===== src/rtl/planemap_pkg.sv =====
package planemap_pkg;
  typedef struct packed {
    logic load;
    logic write;
    logic chained;
  } accCtl_t;
endpackage


===== src/rtl/planemap_ctl.sv =====
module planemap_ctl
  import planemap_pkg::*;
#(
  parameter int PLANES = 4,
  localparam int SEL_W = $clog2(PLANES)
) (
  input  logic              chainMode,
  input  logic [SEL_W-1:0]  addrLow,
  input  logic              cpuWrEn,
  input  logic              cpuRdEn,
  input  logic [PLANES-1:0] planeMask,
  input  logic [SEL_W-1:0]  rdPlaneSel,
  output accCtl_t           ctl,
  output logic [PLANES-1:0] hitMask,
  output logic [SEL_W-1:0]  selPlane
);
  always_comb begin
    ctl.load    = cpuWrEn | cpuRdEn;
    ctl.write   = cpuWrEn;
    ctl.chained = chainMode;
    selPlane    = chainMode ? addrLow : rdPlaneSel;
  end

  for (genvar p = 0; p < PLANES; p++) begin : g_hit
    localparam logic [SEL_W-1:0] PIDX = SEL_W'(p);
    always_comb begin
      if (chainMode)    hitMask[p] = (addrLow == PIDX);
      else if (cpuWrEn) hitMask[p] = planeMask[p];
      else              hitMask[p] = (rdPlaneSel == PIDX);
    end
  end

  always_comb begin
    if (chainMode) AST_CHAIN_ONE_PLANE: assert ($onehot(hitMask));
  end
endmodule


===== src/rtl/planemap_dp.sv =====
module planemap_dp
  import planemap_pkg::*;
#(
  parameter int PLANES = 4,
  parameter int ADDR_W = 16,
  parameter int DATA_W = 8,
  localparam int SEL_W = $clog2(PLANES)
) (
  input  logic                           clk,
  input  logic                           rstN,
  input  accCtl_t                        ctl,
  input  logic [PLANES-1:0]              hitMask,
  input  logic [SEL_W-1:0]               selPlane,
  input  logic [ADDR_W-1:0]              cpuAddr,
  input  logic [DATA_W-1:0]              cpuWrData,
  input  logic [PLANES-1:0][DATA_W-1:0]  planeRdData,
  output logic [PLANES-1:0][ADDR_W-1:0]  planeAddr,
  output logic [PLANES-1:0]              planeEn,
  output logic [PLANES-1:0]              planeWe,
  output logic [PLANES-1:0][DATA_W-1:0]  planeWrData,
  output logic [DATA_W-1:0]              cpuRdData
);
  logic [ADDR_W-1:0] offNext, offReg;
  logic [DATA_W-1:0] wrDataReg;
  logic [PLANES-1:0] enReg, weReg;
  logic [SEL_W-1:0]  selReg;

  always_comb begin
    if (ctl.chained) offNext = ADDR_W'(cpuAddr >> SEL_W);
    else             offNext = cpuAddr;
  end

  always_ff @(posedge clk) begin
    if (!rstN) begin
      offReg    <= '0;
      wrDataReg <= '0;
      selReg    <= '0;
      enReg     <= '0;
      weReg     <= '0;
    end else begin
      enReg <= ctl.load ? hitMask : '0;
      weReg <= (ctl.load && ctl.write) ? hitMask : '0;
      if (ctl.load) begin
        offReg <= offNext;
        selReg <= selPlane;
        if (ctl.write) wrDataReg <= cpuWrData;
      end
    end
  end

  for (genvar p = 0; p < PLANES; p++) begin : g_plane
    assign planeAddr[p]   = offReg;
    assign planeWrData[p] = wrDataReg;
  end

  assign planeEn   = enReg;
  assign planeWe   = weReg;
  assign cpuRdData = planeRdData[selReg];

  AST_IDLE_QUIET: assert property (@(posedge clk) disable iff (!rstN)
    !ctl.load |=> (planeEn == '0 && planeWe == '0));
  AST_READ_NO_STROBE: assert property (@(posedge clk) disable iff (!rstN)
    (ctl.load && !ctl.write) |=> (planeWe == '0));
  AST_CHAIN_OFFSET: assert property (@(posedge clk) disable iff (!rstN)
    (ctl.load && ctl.chained) |=> (planeAddr[0] == ($past(cpuAddr) >> SEL_W)));
endmodule


===== src/rtl/plane_access_mapper.sv =====
module plane_access_mapper
  import planemap_pkg::*;
#(
  parameter int PLANES = 4,
  parameter int ADDR_W = 16,
  parameter int DATA_W = 8,
  localparam int SEL_W = $clog2(PLANES)
) (
  input  logic                           clk,
  input  logic                           rstN,
  input  logic                           chainMode,
  input  logic [ADDR_W-1:0]              cpuAddr,
  input  logic [DATA_W-1:0]              cpuWrData,
  input  logic                           cpuWrEn,
  input  logic                           cpuRdEn,
  input  logic [PLANES-1:0]              planeMask,
  input  logic [SEL_W-1:0]               rdPlaneSel,
  output logic [DATA_W-1:0]              cpuRdData,
  output logic [PLANES-1:0][ADDR_W-1:0]  planeAddr,
  output logic [PLANES-1:0]              planeEn,
  output logic [PLANES-1:0]              planeWe,
  output logic [PLANES-1:0][DATA_W-1:0]  planeWrData,
  input  logic [PLANES-1:0][DATA_W-1:0]  planeRdData
);
  accCtl_t           ctl;
  logic [PLANES-1:0] hitMask;
  logic [SEL_W-1:0]  selPlane;

  planemap_ctl #(.PLANES(PLANES)) i_ctl (
    .chainMode (chainMode),
    .addrLow   (cpuAddr[SEL_W-1:0]),
    .cpuWrEn   (cpuWrEn),
    .cpuRdEn   (cpuRdEn),
    .planeMask (planeMask),
    .rdPlaneSel(rdPlaneSel),
    .ctl       (ctl),
    .hitMask   (hitMask),
    .selPlane  (selPlane)
  );

  planemap_dp #(.PLANES(PLANES), .ADDR_W(ADDR_W), .DATA_W(DATA_W)) i_dp (
    .clk        (clk),
    .rstN       (rstN),
    .ctl        (ctl),
    .hitMask    (hitMask),
    .selPlane   (selPlane),
    .cpuAddr    (cpuAddr),
    .cpuWrData  (cpuWrData),
    .planeRdData(planeRdData),
    .planeAddr  (planeAddr),
    .planeEn    (planeEn),
    .planeWe    (planeWe),
    .planeWrData(planeWrData),
    .cpuRdData  (cpuRdData)
  );

  AST_PLANAR_MASK: assert property (@(posedge clk) disable iff (!rstN)
    (cpuWrEn && !chainMode) |=> (planeWe == $past(planeMask)));
  AST_ZERO_MASK: assert property (@(posedge clk) disable iff (!rstN)
    (cpuWrEn && !chainMode && planeMask == '0) |=> (planeEn == '0));
  AST_WRITE_WINS: assert property (@(posedge clk) disable iff (!rstN)
    (cpuWrEn && cpuRdEn && chainMode) |=> ($countones(planeWe) == 1));
endmodule


===== config.mk =====
export PLATFORM = sky130hd
export DESIGN_NAME = plane_access_mapper
export DESIGN_NICKNAME = d
export VERILOG_FILES = /design/src/rtl/planemap_pkg.sv /design/src/rtl/planemap_ctl.sv /design/src/rtl/planemap_dp.sv /design/src/rtl/plane_access_mapper.sv
export SDC_FILE = /design/constraint.sdc
export NUM_CORES = 1
export LEC_CHECK = 0
export ABC_AREA = 1
export BUFFER_PORTS_ARGS = -buffer_cell sky130_fd_sc_hd__buf_4
export CAP_MARGIN = 15
export CORE_MARGIN = 4
export CORE_UTILIZATION = 43
export CTS_CLUSTER_SIZE = 40
export DETAILED_ROUTE_END_ITERATION = 10
export PLACE_DENSITY = 0.87
export SLEW_MARGIN = 5
export SYNTH_ARGS = -nofsm -noshare
export SYNTH_HDL_FRONTEND = slang
export SYNTH_SLANG_ARGS = --single-unit

===== constraint.sdc =====
create_clock -name clk -period 2.63 [get_ports clk]
set_input_delay 0.3945 -clock clk [delete_from_list [all_inputs] [get_ports clk]]
set_output_delay 0.3945 -clock clk [all_outputs]
set_load 0.005 [all_outputs]

# [Word-level counts from Yosys, hierarchy flattened]
# Index checks and enable logic that the tools add are counted.
[totals] reg_bits=34
[op_classes] bitwise_logic=1 n_eq_ne=6 n_lt_le_gt_ge=1 reduce_logical=6 muxes=12
[op_table] cell="$bmux 8 s2" n=1
[op_table] cell="$mux 16" n=1
[op_table] cell="$eq 2x2->1 const B" n=4
[op_table] cell="$mux 1" n=8
[op_table] cell="$mux 8" n=1
[op_table] cell="$reduce_and 2->1" n=3
[op_table] cell="$eq 2x1->1 const B" n=2
[op_table] cell="$logic_not 2->1" n=2
[op_table] cell="$lt 2x3->1 const B" n=1
[op_table] cell="$mux 2" n=1
[op_table] cell="$logic_and 1x1->1" n=1
[op_table] cell="$or 1x1->1" n=1

# [Depth between registers and ports, before layout]
# Gate-level depths: netlist of the first run.
[depth] depth_word=3 mapped_depth=6 depth_no_buf=6

# [Hierarchy]
# A second synthesis of the first run with hierarchy kept.
[hier_totals] cells_unflattened=395 area_unflattened_um2=2521.2
[modules_own_cells] module="planemap_dp" cells_per_inst=363 area_per_inst_um2=2358.5 seq_area_each_um2=680.7 instances=1
[modules_own_cells] module="planemap_ctl" cells_per_inst=32 area_per_inst_um2=162.7 seq_area_each_um2=0.0 instances=1

# [Worst setup path after synthesis of the first run]
# Ideal clock, no wire load.
[synth_timing] path_type="register to output" start="register i_dp.selReg[0]" end="output cpuRdData[4]" required_time_ns=2.236 n_path_buf=2 stages_incl_launch_ff=6 path_slack_ns=1.291 t_arrival_ns=0.944 cell_sequence="dfxtp_1 buf_2 inv_1 buf_2 o21ai_0 o21ai_0"
[synth_between] elab_chain_len=2
[synth_rtl] element="start: declaration" line="planemap_dp.sv:26" text="logic [SEL_W-1:0] selReg;"
[synth_rtl] element="start signal: assignment" line="planemap_dp.sv:45" text="selReg <= selPlane;"
[synth_rtl] element="$bmux 8 s2" line="planemap_dp.sv:58" text="assign cpuRdData = planeRdData[selReg];"
[synth_rtl] element="$mux 8 (not written as such)" line="planemap_dp.sv:58"
[synth_rtl] element="end: declaration" line="plane_access_mapper.sv:18" text="output logic [DATA_W-1:0] cpuRdData,"
# No other way between the ends. The select of a mux whose other input is x is not followed.

# [Worst setup path after layout of the first run]
[layout_timing] start="register i_dp.selReg[0]" end="output cpuRdData[0]"
# Same word-level chain as after synthesis.

==> run metrics, run 1 <==
TritonCTS Buffers 5; Reg-to-Reg End i_dp.selReg[0]$_SDFFE_PN0N_; Critical Path, Cell by Cell inv_1, o21ai_0, o21ai_0, buf_4; Max Fclk 523.6 MHz; Layout Skew 0 ns; CP Max Fanout 15; die area 6466 sq um; Slew Viols, Final 0; sw frac 28.01%; CTS tree done; reg2reg path depth 3; dpl cells 488; die height 80.41 um; placed inst area 3067 sq um; ANT cells 0; outcome complete, no violations; # rows 26; hold depth 3; via count 2,306; Syn Nets 392; Crit-path slowest cell dfxtp_1; Gate power share 30.4%; core footprint 5107 sq um; area grow syn2layout 40.07%; final setup fails 0; Routed wire per std cell 12.87 um; Longest Clk Path Bufs 2; Design Area, Final 3158 sq um; Worst Setup End Kind output port; Worst Path Arrival 1.52 ns; post-CTS sizing 0; CP startpoint kind flip-flop; worst slew pin tran 0.6404 ns; Req. time, crit path 2.24 ns; Mapped Cells 325; Port-buffer cells 178; Layout Utilization 61.83%; Worst-Skew Late Latency 0.28 ns; Hold/Removal Path Class in2reg; vias per inst 4.649; Post-DP HPWL 5.147 mm; CP peak stage delay 0.50 ns; Distinct cells, synth 18; final hold viol count 0; Yosys warnings 0; Die Width 80.41 um; postcts setup bufs 0; starting density of the core 44.15%; share of cells above drive strength 1 46.95%; Routed WL 6.382 mm; Root Buffer clkbuf_8; total congestion overflow 0; io pins 179; first-pass GRT wire length 9.453 mm; Total Routing Usage GR 18.86%; first-pass detailed-route iteration total 4; post-synthesis sequential area ratio 30.19%; Critical Path Most Common Cell o21ai_0; hold_buf cts 0; Non-Filler Instances 496; drt drc 0; fin nets 492; internal power 1.008 mW; register bit total from synthesis 34; max-cap viol count 0; clock sink total 34; clock slew at reported path FFs 0.07 ns; Post-DRT Antenna Nets 0; Worst Hold Path EP i_dp.wrDataReg[0]$_SDFFE_PN0P_; sequential power share 41.8%; largest net degree at the start of global routing 29; initial antenna violation count 0; Routability Congestion 0.8075; vias in the first global route 2,182; Initial DRC Count 113; final period utilization 72.62%; H-tree lvl count 2; RSZ-0062 raised after global routing no; Post-Syn Area per Cell 6.937 sq um; r2r setup slk 1.61 ns; Mapped Area 2255 sq um; Net Sw Power 0.3924 mW; Setup Crit Path Kind reg2out; Clk pwr share 27.7%; min-delay src cpuWrData[0]; relative slew slack 57.26%; PD cells 443.6 nW/um^2; Static Leak 1.763 nW; Final min period 1.910 ns; Peak VDD IR 229.8 uV; post-route setup TNS 0 ns; RR Startpoint i_dp.selReg[0]$_SDFFE_PN0N_
## synth_stat cells
| cell | number | area, sq um |
|---|---|---|
| nand2_1 | 32 | 120.1 |
| inv_2 | 1 | 3.750 |
| buf_4 | 72 | 540.5 |
| nand2_8 | 1 | 20.02 |
| nand3_1 | 27 | 135.1 |
| buf_2 | 9 | 45.04 |
| inv_1 | 30 | 112.6 |
| o21ai_0 | 44 | 220.2 |
| nand2_4 | 1 | 11.26 |
| a21oi_1 | 14 | 70.07 |
| buf_6 | 2 | 22.52 |
| clkbuf_1 | 2 | 7.510 |
| buf_1 | 1 | 3.750 |
| o21ai_2 | 10 | 87.58 |
| dfxtp_1 | 34 | 680.7 |
| inv_4 | 1 | 6.260 |
| nor2_1 | 43 | 161.4 |
| and3_1 | 1 | 6.260 |
## power groups by stage
stage	Combinational (mW)	Sequential (mW)	Clock, mW
after global placement	0.422	0.596	0
after CTS	0.433	0.587	0.399
final	0.426	0.586	0.388
after floorplan	0.246	0.592	0
after detailed placement	0.432	0.598	0
after global routing	0.469	0.594	0.423
## layout make-up
class	count	area [sq um]
Inverter	32	122.6
Fill cell	462	1949
Tap cell	70	87.58
Timing Repair Buffer	179	1344
Clock buffer	7	86.33
Clock inverter	1	5.005
Multi-Input combinational cell	173	832.0
Sequential cell	34	680.7
## through the flow
stage	setup slack (ns)	hold WS (ns)	power (mW)
5_1_grt	0.5757	0.3354	1.486
4_1_cts	0.7184	0.3370	1.418
3_5_place_dp	1.047	0.5278	1.030
6_report	0.7202	0.3409	1.401
2_1_floorplan	1.291	0.5169	0.8384
3_3_place_gp	1.105	0.5198	1.018
## routing by layer
metal	vias to the layer above	share of wire (%)	wire length (um)	GRT usage, %
met5	-	0	0	0
met4	0	2.4	153	10.14
met3	15	11	676	4.933
met2	139	52	3327	37.00
met1	992	35	2224	17.31
li1	1160	-	-	-
## placed cells by master (no fill, tap or decap)
cell | synthesis | routed
clkbuf_8 | 0 | 6
o21ai_2 | 10 | 10
and3_1 | 1 | 1
inv_1 | 30 | 30
a21oi_1 | 14 | 14
inv_2 | 1 | 1
nand2_1 | 32 | 32
nand2_4 | 1 | 1
nor2_1 | 43 | 43
o21ai_0 | 44 | 44
dfxtp_1 | 34 | 34
clkinv_2 | 0 | 1
buf_4 | 72 | 179
clkbuf_1 | 2 | 1
nand2_8 | 1 | 1
inv_4 | 1 | 1
nand3_1 | 27 | 27
## worst max path at each step
stage | cells past startpoint | from | endpoint | slack [ns]
6_report | 4 | i_dp.selReg[0]$_SDFFE_PN0N_ | cpuRdData[0] | 0.72
5_1_grt | 4 | i_dp.selReg[0]$_SDFFE_PN0N_ | cpuRdData[7] | 0.58
4_1_cts | 4 | i_dp.selReg[0]$_SDFFE_PN0N_ | cpuRdData[7] | 0.72
3_5_place_dp | 4 | i_dp.selReg[0]$_SDFFE_PN0N_ | cpuRdData[7] | 1.05
3_3_place_gp | 4 | i_dp.selReg[0]$_SDFFE_PN0N_ | cpuRdData[6] | 1.10
2_1_floorplan | 5 | i_dp.selReg[0]$_SDFFE_PN0N_ | cpuRdData[4] | 1.29
## registers in the layout, summed over array words and instances (netlist names)
name and cells:
i_dp.offReg 16, i_dp.planeEn 4, i_dp.planeWe 4, i_dp.selReg 2
i_dp.wrDataReg 8
## critical path, delay by kind of cell (launching register included)
kind	cells	cell delay, ns
DFF	1	0.50
AOI/OAI and AO/OA	2	0.33
buffers and inverters	2	0.41
## cells by family (layout without fill, tap and decap cells)
group | Yosys count | in the layout | synth area share, %
DFF | 34 | 34 | 30.19
buffers and inverters | 118 | 219 | 32.91
AOI/OAI and AO/OA | 68 | 68 | 16.76
and+or+nand+nor | 105 | 105 | 20.14
No activity file was read; power rests on OpenSTA's default activity.
==> inputs of run 2 (changes only) <==
--- a/config.mk
+++ b/config.mk
@@ -5,14 +5,14 @@
 export SDC_FILE = /design/constraint.sdc
 export NUM_CORES = 1
 export LEC_CHECK = 0
-export ABC_AREA = 1
+export ABC_AREA = 0
 export BUFFER_PORTS_ARGS = -buffer_cell sky130_fd_sc_hd__buf_4
 export CAP_MARGIN = 15
 export CORE_MARGIN = 4
-export CORE_UTILIZATION = 43
+export CORE_UTILIZATION = 39
 export CTS_CLUSTER_SIZE = 40
 export DETAILED_ROUTE_END_ITERATION = 10
-export PLACE_DENSITY = 0.87
+export PLACE_DENSITY = 0.8
 export SLEW_MARGIN = 5
 export SYNTH_ARGS = -nofsm -noshare
 export SYNTH_HDL_FRONTEND = slang
==> constraint.sdc (replaced) <==
create_clock -name clk -period 2 [get_ports clk]
set_input_delay 0.3 -clock clk [delete_from_list [all_inputs] [get_ports clk]]
set_output_delay 0.3 -clock clk [all_outputs]
set_load 0.005 [all_outputs]
==> run metrics, run 2 <==
outcome complete, no violations; Peak VDD IR 293.9 uV (+28%); Longest Clk Path Bufs 2 (unchanged); Worst-Skew Late Latency 0.27 ns (about the same); Mapped Cells 228 (-30%); EDFF count, synth 0 (unchanged); cell taking the most area after synthesis dfxtp_1; max-cap viol count 0 (unchanged); Final min period 1.779 ns; Root Buffer clkbuf_8; TritonCTS Buffers 5 (unchanged); placed inst area 3014 sq um (-1.7%); drt drc 0 (unchanged); io pins 179 (unchanged); die height 83.29 um (+3.6%); Layout Utilization 56.42% (-5.4 points); Port-buffer cells 178 (unchanged); post-route setup TNS 0 ns (unchanged); hold depth 3 (unchanged); Worst Path Arrival 1.48 ns (-0.04 ns); relative slew slack 71.68% (+14 points); Routed wire per std cell 14.61 um (+14%); Post-Syn Area per Cell 9.697 sq um (+40%); final setup fails 0 (unchanged); Worst Hold Path EP i_dp.wrDataReg[3]$_SDFFE_PN0P_; Initial DRC Count 87 (-23%); H-tree lvl count 2 (unchanged); top area cells in the synthesized netlist dfxtp_1 (31%), buf_4 (25%), mux2i_1 (10%); fin nets 396 (-20%); CTS tree done; Static Leak 1.699 nW (-3.7%); ANT cells 0 (unchanged); via count 1,889 (-18%); Layout Skew 0 ns (unchanged); Design Area, Final 3107 sq um (-1.6%); Post-DRT Antenna Nets 0 (unchanged); Post-synth top flop dfxtp_1; Die Width 83.29 um (+3.6%); Worst Setup End Kind output port; # rows 27 (+3.8%); largest net degree at the start of global routing 32 (+10%); Mapped Area 2211 sq um (-1.9%); die area 6937 sq um (+7.3%); first-pass GRT wire length 9.252 mm (-2.1%); Syn Nets 295 (-25%); first-pass detailed-route iteration total 4 (unchanged); Reg-to-Reg End i_dp.selReg[1]$_SDFFE_PN0N_; reg2reg path depth 1 (-2); area grow syn2layout 40.52%; starting density of the core 40.15% (-4.0 points); clock slew at reported path FFs 0.07 ns (about the same); Total Routing Usage GR 16.19% (-2.7 points); final period utilization 88.97%; core footprint 5507 sq um (+7.8%); fill count 507 (+9.7%); most common cell in the netlist buf_4; commonest non-fill, non-tap cell in the layout buf_4; Synth top cells by count buf_4 (73), dfxtp_1 (34), mux2i_1 (23), nand2_1 (23), o211a_1 (16); final hold viol count 0 (unchanged); Biggest register i_dp.offReg; Routed WL 5.875 mm (-7.9%); Max Fclk 562.0 MHz; Distinct cells, synth 26 (+8); share of the synthesized area in the top cell type 30.79% (+0.60 points); r2r setup slk 1.16 ns (-0.45 ns); Multi-input gate area 888.4 sq um (+6.8%); RR Startpoint i_dp.selReg[1]$_SDFFE_PN0N_; storage element area 681.9 sq um (+0.18%); Slew Viols, Final 0 (unchanged); Hold/Removal Path Class in2reg; Post-DP HPWL 4.765 mm (-7.4%); worst slew pin tran 0.4242 ns (-0.2162 ns); vias per inst 4.699 (+1.1%); post-synthesis sequential area ratio 30.79% (+0.60 points); total congestion overflow 0 (unchanged); Setup Crit Path Kind reg2out; Largest regs i_dp.offReg x16, i_dp.wrDataReg x8; max reg flops 16 (unchanged); hold_buf cts 0 (unchanged); vias in the first global route 1,876 (-14%); PD cells 590.2 nW/um^2 (+33%); most frequent cells in the layout buf_4 (180), dfxtp_1 (33), mux2i_1 (23), nand2_1 (23), o211a_1 (16); Routability Congestion 0.7914 (-2.0%); initial antenna violation count 0 (unchanged); CP Max Fanout 9 (-6); register bit total from synthesis 34 (unchanged); min-delay src cpuWrData[3]; clock sink total 34 (unchanged); Req. time, crit path 1.70 ns (-0.54 ns); share of cells above drive strength 1 59.39% (+12 points); RSZ-0062 raised after global routing no; CP startpoint kind flip-flop; Yosys warnings 0 (unchanged); ys async rst share 0% (unchanged)
## run 2: timing repair
item	CTS	global route
setup endpoints to repair	4	0
gates resized for setup	1	0
buffers inserted	0	0
## run 2: kinds of logic (layout without fill, tap and decap cells)
| logic type | after synthesis | count (layout) | share of synthesized area (%) |
|---|---|---|---|
| AOI/OAI and AO/OA | 30 | 30 | 11.04 |
| muxes | 31 | 31 | 18.56 |
| and+or+nand+nor | 46 | 46 | 10.58 |
| DFF | 34 | 34 | 30.79 |
| buffers and inverters | 87 | 189 | 29.03 |
## run 2: how the worst max path moves through the flow
stage	start	depth (start not counted)	slack, ns	end
floorplan	i_dp.selReg[0]$_SDFFE_PN0N_	2	0.64	cpuRdData[0]
global placement	i_dp.selReg[0]$_SDFFE_PN0N_	2	0.34	cpuRdData[4]
detailed placement	i_dp.selReg[0]$_SDFFE_PN0N_	2	0.29	cpuRdData[4]
CTS	i_dp.selReg[0]$_SDFFE_PN0N_	2	0.18	cpuRdData[4]
global route	i_dp.selReg[0]$_SDFFE_PN0N_	2	0.13	cpuRdData[4]
finish	i_dp.selReg[0]$_SDFFE_PN0N_	2	0.22	cpuRdData[4]
## run 2: layout make-up
cell class / count / area share, %
timing repair buffer: 180 / 43.50
clock buffer: 7 / 2.779
tap: 72 / 2.900
inverter: 1 / 0.1208
clock inverter: 1 / 0.1611
sequential: 34 / 21.95
multi-input combinational: 107 / 28.59
## run 2: where the power goes
part	total, mW	switching, mW	internal (mW)
registers	0.782	0.0586	0.723
logic	0.544	0.185	0.359
clock network	0.508	0.231	0.277
total	1.83	0.474	1.36
## run 2: per-layer routing
layer / global-route usage (%) / wire [um] / up-vias
li1: - / - / 916
met1: 19.21 / 2299 / 873
met2: 27.04 / 2990 / 96
met3: 6.151 / 544 / 4
met4: 4.903 / 41 / 0
met5: 0 / 0 / -
## run 2: critical path, stage by stage (launching register included)
cell     delay [ns]
dfxtp_2        0.50
mux4_2         0.55
buf_4          0.15
## run 2: stage by stage
step	setup WS, ns	hold WS [ns]	power (mW)	instances
6_report	0.2207	0.2833	1.834	402
5_1_grt	0.1289	0.2780	1.944	402
4_1_cts	0.1786	0.2746	1.870	402
3_5_place_dp	0.2911	0.5464	1.348	394
3_3_place_gp	0.3421	0.5352	1.335	394
2_1_floorplan	0.6403	0.4405	1.110	228
